--- src/rtl/irq_latch_pkg.sv ---
package irq_latch_pkg;
  // one-hot byte lane for a 3-bit position
  function automatic logic [7:0] lane_onehot(input logic [2:0] pos);
    lane_onehot = 8'(1) << pos;
  endfunction

  // next request vector: drop marked bits, then apply new raises
  function automatic logic [7:0] req_update(input logic [7:0] cur,
                                            input logic [7:0] drop,
                                            input logic [7:0] raise);
    req_update = (cur & ~drop) | raise;
  endfunction
endpackage

--- src/rtl/irq_mode_regs.sv ---
module irq_mode_regs #(
  parameter int LINES = 16,
  parameter int IDX_W = $clog2(LINES)
) (
  input  logic              clk,
  input  logic              rst_n,
  input  logic              cfg_wr,
  input  logic [1:0]        cfg_idx,
  input  logic [LINES/2-1:0] cfg_wdata,
  output logic [LINES/2-1:0] cfg_rdata,
  input  logic              mode_set_vld,
  input  logic [IDX_W:0]    mode_set_line,
  input  logic [1:0]        mode_set_val,
  output logic [LINES/2-1:0] pri_level,
  output logic [LINES/2-1:0] sec_level
);
  localparam int W = LINES / 2;

  logic [1:0][W-1:0] lvl_q, lvl_d;
  logic              wr_ok, mode_ok;

  assign wr_ok   = cfg_wr && (cfg_idx < 2'd2);
  assign mode_ok = mode_set_vld && (mode_set_line < (IDX_W+1)'(LINES)) && (mode_set_val < 2'd2);

  always_comb begin
    lvl_d = lvl_q;
    if (wr_ok) lvl_d[cfg_idx[0]] = cfg_wdata;
    if (mode_ok) lvl_d[mode_set_line[IDX_W-1]][mode_set_line[IDX_W-2:0]] = mode_set_val[0];
  end

  always_ff @(posedge clk or negedge rst_n) begin
    if (!rst_n) lvl_q <= '0;
    else        lvl_q <= lvl_d;
  end

  assign cfg_rdata = (cfg_idx < 2'd2) ? lvl_q[cfg_idx[0]] : '1;
  assign pri_level = lvl_q[0];
  assign sec_level = lvl_q[1];

  AST_BAD_INDEX_NO_WRITE: assert property (@(posedge clk) disable iff (!rst_n)
    (cfg_wr && cfg_idx[1] && !mode_set_vld) |=> $stable(lvl_q));
  AST_BAD_MODE_IGNORED: assert property (@(posedge clk) disable iff (!rst_n)
    (mode_set_vld && !mode_ok && !cfg_wr) |=> $stable(lvl_q));
  always_comb begin
    if (cfg_idx[1]) AST_BAD_INDEX_READ: assert (cfg_rdata == '1);
  end
endmodule

--- src/rtl/irq_req_bank.sv ---
module irq_req_bank #(
  parameter int W = 8
) (
  input  logic         clk,
  input  logic         rst_n,
  input  logic [W-1:0] raise_mask,
  input  logic [W-1:0] level_drop,
  input  logic [W-1:0] grant_drop,
  output logic [W-1:0] req_q,
  output logic [W-1:0] req_nxt,
  output logic         flag_q
);
  import irq_latch_pkg::*;

  logic grant_empties;

  assign req_nxt       = req_update(req_q, level_drop | grant_drop, raise_mask);
  assign grant_empties = (|grant_drop) && (req_nxt == '0);

  always_ff @(posedge clk or negedge rst_n) begin
    if (!rst_n) begin
      req_q  <= '0;
      flag_q <= 1'b0;
    end else begin
      req_q <= req_nxt;
      if (|raise_mask)        flag_q <= 1'b1;
      else if (grant_empties) flag_q <= 1'b0;
    end
  end

  AST_RAISE_STICKS: assert property (@(posedge clk) disable iff (!rst_n)
    rst_n |=> ((req_q & $past(raise_mask)) == $past(raise_mask)));
  AST_HELD_UNTIL_DROPPED: assert property (@(posedge clk) disable iff (!rst_n)
    rst_n |=> (($past(req_q) & ~$past(level_drop | grant_drop) & ~req_q) == '0));
  AST_FLAG_ON_RAISE: assert property (@(posedge clk) disable iff (!rst_n)
    (rst_n && |raise_mask) |=> flag_q);
endmodule

--- src/rtl/irq_req_latch.sv ---
module irq_req_latch #(
  parameter int LINES     = 16,
  parameter int CASC_BIT  = 2,
  parameter int IDX_W     = $clog2(LINES),
  parameter int W         = LINES / 2
) (
  input  logic             clk,
  input  logic             rst_n,
  input  logic             line_set_vld,
  input  logic [IDX_W-1:0] line_set_num,
  input  logic             line_clr_vld,
  input  logic [IDX_W-1:0] line_clr_num,
  input  logic [W-1:0]     pri_grant_clr,
  input  logic [W-1:0]     sec_grant_clr,
  input  logic             cfg_wr,
  input  logic [1:0]       cfg_idx,
  input  logic [W-1:0]     cfg_wdata,
  output logic [W-1:0]     cfg_rdata,
  input  logic             mode_set_vld,
  input  logic [IDX_W:0]   mode_set_line,
  input  logic [1:0]       mode_set_val,
  output logic [W-1:0]     pri_req,
  output logic [W-1:0]     sec_req,
  output logic             pri_asserted,
  output logic             sec_asserted
);
  import irq_latch_pkg::*;

  localparam logic [W-1:0] CASC_MASK = W'(1) << CASC_BIT;

  logic [W-1:0] pri_level, sec_level;
  logic [W-1:0] pri_raise, sec_raise, pri_drop, sec_drop;
  logic [W-1:0] pri_nxt, sec_nxt;
  logic         set_on_sec, clr_on_sec, clr_is_level, sec_emptied;
  logic [W-1:0] set_lane, clr_lane;

  irq_mode_regs #(.LINES(LINES), .IDX_W(IDX_W)) u_modes (
    .clk(clk), .rst_n(rst_n),
    .cfg_wr(cfg_wr), .cfg_idx(cfg_idx), .cfg_wdata(cfg_wdata), .cfg_rdata(cfg_rdata),
    .mode_set_vld(mode_set_vld), .mode_set_line(mode_set_line), .mode_set_val(mode_set_val),
    .pri_level(pri_level), .sec_level(sec_level)
  );

  assign set_on_sec   = line_set_num[IDX_W-1];
  assign clr_on_sec   = line_clr_num[IDX_W-1];
  assign set_lane     = lane_onehot(line_set_num[IDX_W-2:0]);
  assign clr_lane     = lane_onehot(line_clr_num[IDX_W-2:0]);
  assign clr_is_level = line_clr_vld && (|((clr_on_sec ? sec_level : pri_level) & clr_lane));

  assign sec_raise   = (line_set_vld && set_on_sec) ? set_lane : '0;
  assign pri_raise   = line_set_vld ? (set_on_sec ? CASC_MASK : set_lane) : '0;
  assign sec_drop    = (clr_is_level && clr_on_sec) ? clr_lane : '0;
  assign sec_emptied = (clr_is_level && clr_on_sec) && (sec_nxt == '0);
  assign pri_drop    = ((clr_is_level && !clr_on_sec) ? clr_lane : '0)
                     | (sec_emptied ? CASC_MASK : '0);

  irq_req_bank #(.W(W)) u_sec_bank (
    .clk(clk), .rst_n(rst_n), .raise_mask(sec_raise), .level_drop(sec_drop),
    .grant_drop(sec_grant_clr), .req_q(sec_req), .req_nxt(sec_nxt), .flag_q(sec_asserted)
  );

  irq_req_bank #(.W(W)) u_pri_bank (
    .clk(clk), .rst_n(rst_n), .raise_mask(pri_raise), .level_drop(pri_drop),
    .grant_drop(pri_grant_clr), .req_q(pri_req), .req_nxt(pri_nxt), .flag_q(pri_asserted)
  );

  AST_SEC_MIRRORS_CASCADE: assert property (@(posedge clk) disable iff (!rst_n)
    (rst_n && line_set_vld && set_on_sec) |=> (pri_req[CASC_BIT] && pri_asserted));
  AST_CASCADE_FOLLOWS_EMPTY: assert property (@(posedge clk) disable iff (!rst_n)
    (rst_n && sec_emptied && !line_set_vld) |=> (!pri_req[CASC_BIT] && sec_req == '0));
  AST_EDGE_DROP_NO_EFFECT: assert property (@(posedge clk) disable iff (!rst_n)
    (rst_n && line_clr_vld && !clr_is_level && !line_set_vld && pri_grant_clr == '0 && sec_grant_clr == '0)
      |=> ($stable(pri_req) && $stable(sec_req)));
endmodule

--- config.mk ---
export PLATFORM = sky130hd
export DESIGN_NAME = irq_req_latch
export DESIGN_NICKNAME = d
export VERILOG_FILES = /design/src/rtl/irq_latch_pkg.sv /design/src/rtl/irq_mode_regs.sv /design/src/rtl/irq_req_bank.sv /design/src/rtl/irq_req_latch.sv
export SDC_FILE = /design/constraint.sdc
export NUM_CORES = 1
export LEC_CHECK = 0
export ABC_AREA = 1
export ABC_CLOCK_PERIOD_IN_PS = 1700
export CAP_MARGIN = 10
export CORE_ASPECT_RATIO = 1.4
export CORE_UTILIZATION = 42
export CTS_CLUSTER_SIZE = 25
export DETAILED_ROUTE_END_ITERATION = 10
export GPL_TIMING_DRIVEN = 0
export PLACE_DENSITY = 0.83
export SLEW_MARGIN = 15
export SYNTH_ARGS = -nofsm -noshare
export SYNTH_HDL_FRONTEND = slang
export SYNTH_SLANG_ARGS = --single-unit
export TNS_END_PERCENT = 1
--- constraint.sdc ---
create_clock -name clk -period 1.7 [get_ports clk]
set_clock_uncertainty 0.05 [all_clocks]
set_input_delay 0.425 -clock clk [delete_from_list [all_inputs] [get_ports clk]]
set_output_delay 0.425 -clock clk [all_outputs]
set_load 0.02 [all_outputs]
After elaboration in Yosys (flattened, before gate mapping)
Index checks and enable logic that the tools add are counted.
Widths: inputs -> output; s select.
{ "word_totals": {"wordCells": 74, "regBits": 34, "out_inout_bits": 26} }
{ "op_classes": {"muxes": 24, "magnitude_cmp": 9, "shifts": 2, "n_reduce_logical": 23, "bitwise_logic": 10} }
{ "ops": {"columns": ["cell", "count"], "rows": [
  ["$mux 8", 11],
  ["$reduce_or 8->1", 5],
  ["$bwmux 16", 2],
  ["$mux 16", 2],
  ["$or 8x8->8", 4],
  ["$and 8x8->8", 3],
  ["$demux 8 s1", 2],
  ["$logic_not 8->1", 2],
  ["$not 8->8", 2],
  ["$shl 1x3->8 const A", 2],
  ["$logic_and 1x1->1", 13],
  ["$or 8x3->8", 1],
  ["$lt 5x5->1 const B", 1],
  ["$mux 1", 5],
  ["$lt 1x2->1 const B", 2],
  ["$lt 2x2->1 const B", 2],
  ["$lt 3x4->1 const B", 1],
  ["$reduce_bool 2->1", 2],
  ["$demux 1 s3", 1],
  ["$ge 3x1->1 const B", 1],
  ["$mux 3", 1],
  ["$ge 1x1->1 const B", 2],
  ["$logic_not 1->1", 1]
]} }

Depth between registers and ports, before layout
{ "logic_depth": {"depth_word": 22, "mapped_depth": 19, "mapped_depth_nobuf": 18} }

Hierarchy
Synthesis repeated with hierarchy kept, for this count alone.
{ "unflattened": {"cells_unflattened": 440, "area_unflattened_um2": 2598.7} }
{ "by_module_without_submodules": {"columns": ["module", "cells_each", "area_each_um2", "n_inst", "seq_area_each_um2"], "rows": [
  ["irq_mode_regs", 211, 1265.0, 1, 400.4],
  ["irq_req_bank", 54, 410.4, 2, 225.2],
  ["irq_req_latch", 121, 513.0, 1, 0.0]
]} }

Worst setup path after synthesis
No wires, ideal clock.
{ "synth_path": {"kind": "input -> register", "from": "input port line_clr_num[3]", "to": "register u_pri_bank.flag_q", "stages": 19, "arrival_ns": 1.755, "path_slack_ns": -0.222, "required_ns": 1.533, "setup_time_ns": 0.117, "path_cell_list": "buf_6 -> inv_2 -> nand2_1 -> nand2_1 -> nand2_1 -> nand2_1 -> nor2_2 -> nand2_4 -> nand2_4 -> nor2_8 -> nand2_1 -> nand3_2 -> nand2_2 -> nor2_2 -> nand2_1 -> nor2_1 -> nand3_1 -> nand2_1 -> nand2_1"} }
{ "synth_rtl": {"columns": ["element", "line_no", "source"], "rows": [
  ["start: declaration", "irq_req_latch.sv:12", "input logic [IDX_W-1:0] line_clr_num,"],
  ["$mux 8", "irq_req_latch.sv:48", "assign clr_is_level = line_clr_vld && (|((clr_on_sec ? sec_level : pri_level) & clr_lane));"],
  ["$and 8x8->8", "irq_req_latch.sv:48", null],
  ["$reduce_or 8->1", "irq_req_latch.sv:48", null],
  ["$logic_and 1x1->1", "irq_req_latch.sv:48", null],
  ["$logic_and 1x1->1 (*)", "irq_req_latch.sv:54", "assign pri_drop = ((clr_is_level && !clr_on_sec) ? clr_lane : '0)"],
  ["$mux 8 (*)", "irq_req_latch.sv:54", null],
  ["$or 8x3->8 (*)", "irq_req_latch.sv:55", "| (sec_emptied ? CASC_MASK : '0);"],
  ["$or 8x8->8 (*)", "irq_req_bank.sv:17", "assign req_nxt = req_update(req_q, level_drop | grant_drop, raise_mask);"],
  ["$not 8->8 (*)", "irq_latch_pkg.sv:11", "req_update = (cur & ~drop) | raise;"],
  ["$and 8x8->8 (*)", "irq_latch_pkg.sv:11", null],
  ["$or 8x8->8 (*)", "irq_latch_pkg.sv:11", null],
  ["net pri_nxt[1]", "irq_req_latch.sv:33", "logic [W-1:0] pri_nxt, sec_nxt;"],
  ["$logic_not 8->1 (*)", "irq_req_bank.sv:18", "assign grant_empties = (|grant_drop) && (req_nxt == '0);"],
  ["$logic_and 1x1->1 (*)", "irq_req_bank.sv:18", null],
  ["$reduce_bool 2->1 (no source line) (*)", null, null],
  ["end signal: assignment", "irq_req_bank.sv:23", "flag_q <= 1'b0;"],
  ["end signal: assignment", "irq_req_bank.sv:26", "if (|raise_mask) flag_q <= 1'b1;"],
  ["end signal: assignment", "irq_req_bank.sv:27", "else if (grant_empties) flag_q <= 1'b0;"],
  ["end: declaration", "irq_req_bank.sv:11", "output logic flag_q"]
]} }
Mark *: on every way through the listed nets, which the timed path passes. The rest lies on a longest branch.
A chain may end at the register's enable or synchronous reset.

Worst setup path after layout
{ "layout_path": {"from": "input port line_clr_num[0]", "to": "register u_pri_bank.flag_q"} }
{ "layout_between": {"elab_chain_cells": 21} }
{ "layout_rtl": {"columns": ["element", "line_no", "source"], "rows": [
  ["$shl 1x3->8 (*)", "irq_latch_pkg.sv:4", "lane_onehot = 8'(1) << pos;"],
  ["$and 8x8->8", "irq_req_latch.sv:48", null],
  ["$reduce_or 8->1", "irq_req_latch.sv:48", null],
  ["$logic_and 1x1->1", "irq_req_latch.sv:48", null],
  ["$logic_and 1x1->1", "irq_req_latch.sv:52, irq_req_latch.sv:53", null],
  ["$mux 8", "irq_req_latch.sv:52", "assign sec_drop = (clr_is_level && clr_on_sec) ? clr_lane : '0;"],
  ["$or 8x8->8", "irq_req_bank.sv:17", null],
  ["$not 8->8", "irq_latch_pkg.sv:11", null],
  ["[5 not listed]", null, null],
  ["$or 8x3->8 (*)", "irq_req_latch.sv:55", null],
  ["$or 8x8->8 (*)", "irq_req_bank.sv:17", null],
  ["$not 8->8 (*)", "irq_latch_pkg.sv:11", null],
  ["$and 8x8->8 (*)", "irq_latch_pkg.sv:11", null],
  ["$or 8x8->8 (*)", "irq_latch_pkg.sv:11", null],
  ["$logic_not 8->1 (*)", "irq_req_bank.sv:18", null],
  ["$logic_and 1x1->1 (*)", "irq_req_bank.sv:18", null],
  ["$reduce_bool 2->1 (no source line) (*)", null, null]
]} }
Every way passes the cells marked *; elsewhere a longest branch is shown, timed or not.

==> report_table.html <==
<table>
<tr><th>Metric</th><th>Value</th></tr>
<tr><th colspan="2">Status</th></tr>
<tr><td>Run status</td><td>finished, violations left</td></tr>
<tr><td>Violations in the final reports</td><td>negative setup slack</td></tr>
<tr><th colspan="2">CTS</th></tr>
<tr><td>TritonCTS sink count</td><td>34</td></tr>
<tr><td>Number of buffers created by CTS</td><td>5</td></tr>
<tr><td>Clock slew at the register clock pins of the worst setup and hold paths</td><td>70 ps</td></tr>
<tr><td>Count of hold buffers inserted by post-cts repair</td><td>0</td></tr>
<tr><td>Number of buffers on the longest clock path</td><td>2</td></tr>
<tr><td>Clock tree from TritonCTS</td><td>built</td></tr>
<tr><td>Htree depth</td><td>2</td></tr>
<tr><td>Cell at the root of the clock tree</td><td>sky130_fd_sc_hd__clkbuf_8</td></tr>
<tr><td>Insertion delay to the later sink of the worst-skew pair</td><td>290 ps</td></tr>
<tr><th colspan="2">Synthesis</th></tr>
<tr><td>Number of warnings issued by yosys</td><td>0</td></tr>
<tr><td>Syn nets</td><td>371</td></tr>
<tr><td>Netlist area before placement</td><td>0.00234 mm^2</td></tr>
<tr><td>Mean Syn Cell Area</td><td>7.21 um^2</td></tr>
<tr><td>Post-synthesis cell type with the largest combined area</td><td>sky130_fd_sc_hd__dfrtp_1</td></tr>
<tr><td>Asr flop ratio synth</td><td>100%</td></tr>
<tr><td>Share of Yosys cell area claimed by the top area cell type</td><td>36.4%</td></tr>
<tr><td>Distinct cell type count of the synthesized netlist</td><td>28</td></tr>
<tr><td>Syn Inst Count</td><td>324</td></tr>
<tr><td>Most frequent cells after synthesis</td><td>104 x sky130_fd_sc_hd__nand2_1, 36 x sky130_fd_sc_hd__inv_1, 34 x sky130_fd_sc_hd__dfrtp_1</td></tr>
<tr><td>Biggest area contributors in the synthesized netlist</td><td>sky130_fd_sc_hd__dfrtp_1 36%, sky130_fd_sc_hd__nand2_1 17%, sky130_fd_sc_hd__mux2i_1 6.9%</td></tr>
<tr><td>EDFF count, synth</td><td>0</td></tr>
<tr><td>Top flip-flop cell by instance count after synthesis</td><td>sky130_fd_sc_hd__dfrtp_1</td></tr>
<tr><td>Portion of the post-synthesis area used by sequential elements</td><td>36.4%</td></tr>
<tr><td>Count of state elements after synthesis</td><td>34</td></tr>
<tr><td>Most frequent cell after synthesis</td><td>sky130_fd_sc_hd__nand2_1</td></tr>
<tr><th colspan="2">Placement</th></tr>
<tr><td>Placed cells</td><td>458</td></tr>
<tr><td>Worst slack, placed</td><td>-1030 ps</td></tr>
<tr><td>Placed wire-length estimate</td><td>4.85 mm</td></tr>
<tr><td>Instance area after placement</td><td>0.00309 mm^2</td></tr>
<tr><td>Gp weighted congestion</td><td>0.835</td></tr>
<tr><td>Input/output buffers</td><td>68</td></tr>
<tr><th colspan="2">Hold path</th></tr>
<tr><td>Path category of the worst min-delay check</td><td>in2async</td></tr>
<tr><th colspan="2">Flow run</th></tr>
<tr><td>Number of max-capacitance violations reported</td><td>0</td></tr>
<tr><th colspan="2">Final layout</th></tr>
<tr><td>FF/Latch Area</td><td>851 um^2</td></tr>
<tr><td>Fillers</td><td>452</td></tr>
<tr><td>Final core utilization</td><td>66.3%</td></tr>
<tr><td>Synthesis-to-layout area growth</td><td>49.7%</td></tr>
<tr><td>Antenna diode count</td><td>0</td></tr>
<tr><td>Post-route insts no fill</td><td>479</td></tr>
<tr><td>Share of final-layout standard cells stronger than drive strength 1</td><td>27.8%</td></tr>
<tr><td>Post-layout nets</td><td>459</td></tr>
<tr><td>Cell area after layout</td><td>0.00350 mm^2</td></tr>
<tr><td>Multi-input logic area</td><td>0.00149 mm^2</td></tr>
<tr><th colspan="2">Routing</th></tr>
<tr><td>Iteration-0 DRC count of the detailed router</td><td>144</td></tr>
<tr><td>WL/cell</td><td>14.8 um</td></tr>
<tr><td>Number of nets with antenna violations after routing</td><td>0</td></tr>
<tr><td>WL final</td><td>7.11 mm</td></tr>
<tr><td>Vias per inst</td><td>5.42</td></tr>
<tr><td>DR pass1 iterations</td><td>4</td></tr>
<tr><td>Routed vias</td><td>2598</td></tr>
<tr><td>Number of design rule violations left after detail routing</td><td>0</td></tr>
<tr><th colspan="2">Critical path</th></tr>
<tr><td>Top cell by count, worst path</td><td>sky130_fd_sc_hd__nand2_1</td></tr>
<tr><td>Class of the most critical setup path</td><td>in2reg</td></tr>
<tr><td>Highest net fanout along the worst path</td><td>4</td></tr>
<tr><td>Critical path's slowest cell</td><td>sky130_fd_sc_hd__a21oi_2</td></tr>
<tr><td>Delay-heaviest family, CP</td><td>simple AND/OR/NAND/NOR gates</td></tr>
<tr><td>Slowest cell delay on critical path</td><td>190 ps</td></tr>
<tr><td>Sort of element at the end of the critical path</td><td>flip-flop</td></tr>
<tr><td>List of cells traversed by the critical path</td><td>buf_6, nand2_1, nor2_2, nand2_1, nand2_1, nor2_2, nand2_2, nand4_1, a21oi_2, nand2_1, nor2_2, nand3_2, nand2_2, nand3_1, nand2_1, nand2_1</td></tr>
<tr><td>Req. time, crit path</td><td>1840 ps</td></tr>
<tr><td>Critical path buffer and inverter count</td><td>1</td></tr>
<tr><td>Arrival @ worst endpoint</td><td>2080 ps</td></tr>
<tr><td>Kind of start point of the critical path</td><td>primary input</td></tr>
<tr><th colspan="2">Power</th></tr>
<tr><td>Cell-internal power</td><td>1.60 mW</td></tr>
<tr><td>NetSw</td><td>817 uW</td></tr>
<tr><td>Power density normalized to cell area</td><td>692 mW/mm^2</td></tr>
<tr><td>Static leakage</td><td>1.76 nW</td></tr>
<tr><td>Clock share of power</td><td>25.9%</td></tr>
<tr><td>Sequential share of power</td><td>40.7%</td></tr>
<tr><td>IR Drop Worst-Case VDD</td><td>439 uV</td></tr>
<tr><td>Share of total power consumed by net switching</td><td>33.8%</td></tr>
<tr><td>Logic pwr share</td><td>33.4%</td></tr>
<tr><th colspan="2">Die</th></tr>
<tr><td>Height of the die</td><td>90.2 um</td></tr>
<tr><td>Site Rows</td><td>31</td></tr>
<tr><td>Core area</td><td>0.00528 mm^2</td></tr>
<tr><td>X dimension of the die</td><td>65.0 um</td></tr>
<tr><td>I/O pin cnt</td><td>73</td></tr>
<tr><td>Starting density of the core</td><td>44.3%</td></tr>
<tr><td>Die footprint</td><td>0.00587 mm^2</td></tr>
<tr><th colspan="2">STA</th></tr>
<tr><td>Fmax</td><td>0.514 GHz</td></tr>
<tr><td>Setup slack of the critical path after layout</td><td>-246 ps</td></tr>
<tr><td>Clock period minus final worst setup slack</td><td>1950 ps</td></tr>
<tr><td>Slew at the pin with the worst max-slew slack</td><td>786 ps</td></tr>
<tr><td>Setup TNS</td><td>-471 ps</td></tr>
<tr><td>Headroom to the max-slew limit</td><td>47.6%</td></tr>
<tr><td>Setup repair after global routing missed its margin</td><td>true</td></tr>
<tr><td>Count of endpoints failing setup in the final report</td><td>3</td></tr>
<tr><td>Final hold vios</td><td>0</td></tr>
<tr><td>Max-slew violations</td><td>0</td></tr>
<tr><td>Ratio of final minimum period to clock period</td><td>114%</td></tr>
<tr><th colspan="2">Global route</th></tr>
<tr><td>Number of global-route vias before repair</td><td>2558</td></tr>
<tr><td>Congestion Overflow GR</td><td>0</td></tr>
<tr><td>Wire length of the first global-routing pass</td><td>11.2 mm</td></tr>
<tr><td>Global Route Usage Sum</td><td>24.9%</td></tr>
<tr><td>Initial antenna violation count</td><td>0</td></tr>
<tr><td>Maximum number of pins on one net before global-route repair</td><td>35</td></tr>
</table>
[placed cells by master (no fill, tap or decap), drive strengths merged]
| cell | Yosys | routed |
|---|---|---|
| nand2 | 112 | 113 |
| inv | 38 | 38 |
| clkdlybuf4s50 | 0 | 36 |
| dfrtp | 34 | 34 |
| nor2 | 33 | 33 |
| buf | 3 | 26 |
| nand3 | 20 | 20 |
| dlygate4sd2 | 0 | 19 |
| mux2i | 16 | 16 |
| clkbuf | 5 | 14 |
| nand4 | 12 | 12 |
| nor3 | 10 | 10 |
| o21ai | 10 | 10 |
| nor4 | 8 | 8 |
| mux2 | 8 | 8 |
| a21oi | 8 | 8 |
| nand3b | 2 | 2 |
| or4 | 2 | 2 |
| clkinv | 1 | 2 |
| or3b | 1 | 1 |
| o211ai | 1 | 1 |
[per-stage QoR]
step	total power [mW]	hold slack (ps)
floorplan	1.39	79.4
detailed placement	1.69	416
CTS	2.40	178
global placement	1.67	408
finish	2.42	163
global route	2.55	209
[worst paths after layout]
path	endpoint	depth (start not counted)	slack (ps)	start
worst max-delay path	u_pri_bank.flag_q	16	-250	line_clr_num[0]
worst min-delay path	u_modes.pri_level[7]	1	160	rst_n
worst max register to register	u_pri_bank.flag_q	15	-220	u_modes.sec_level[4]
worst min register to register	u_pri_bank.flag_q	2	410	u_pri_bank.flag_q
max in group asynchronous	u_pri_bank.req_q[6]	1	950	rst_n
min in group clk	u_pri_bank.flag_q	2	410	u_pri_bank.flag_q
[layer usage]
layer	share of wire, %	GRT usage [%]	routed length (um)	up-vias
li1	-	-	-	1240
met3	6.9	5.20	489	31
met5	0	0	0	-
met4	4.1	13.6	290	0
met1	35	25.0	2510	1190
met2	54	45.8	3820	137
[flip-flops by register name (all words and copies together), names as in the netlist]
register	cells
u_modes.pri_level	8
u_modes.sec_level	8
u_pri_bank.req_q	8
u_sec_bank.req_q	8
u_pri_bank.flag_q	1
u_sec_bank.flag_q	1
[cells by family (layout without fill, tap and decap cells)]
group | after synthesis | after routing | share of synthesized area [%]
buffers and inverters | 47 | 135 | 8.73
flip-flops | 34 | 34 | 36.4
AND/OR/NAND/NOR | 200 | 201 | 39.8
multiplexers | 24 | 24 | 10.7
AO/OA/AOI/OAI | 19 | 19 | 4.34
[layout make-up]
cell class	count	area share (%)
repair buffers	80	21.2
clock inverters	1	0.143
plain buffers	8	2.04
multi-input cells	244	42.6
inverters	39	4.83
flip-flops and latches	34	24.3
well taps	66	2.36
clock buffers	7	2.47
[power by group through the flow]
stage | clock network, mW | registers, mW | logic, mW
2_1_floorplan | 0 | 1.01 | 0.385
3_3_place_gp | 0 | 0.994 | 0.680
3_5_place_dp | 0 | 0.997 | 0.695
4_1_cts | 0.635 | 0.977 | 0.785
5_1_grt | 0.685 | 0.994 | 0.875
6_report | 0.627 | 0.984 | 0.809
[repair_timing]
action                                  4_1_cts  5_1_grt
hold endpoints to repair                      0        0
gates resized for setup                     151       10
setup buffers                                11        0
gates cloned                                  2        0
pin swaps                                    23        4
endpoints found under the setup margin       60       24
Note: power is estimated with default switching activity, not from simulation.
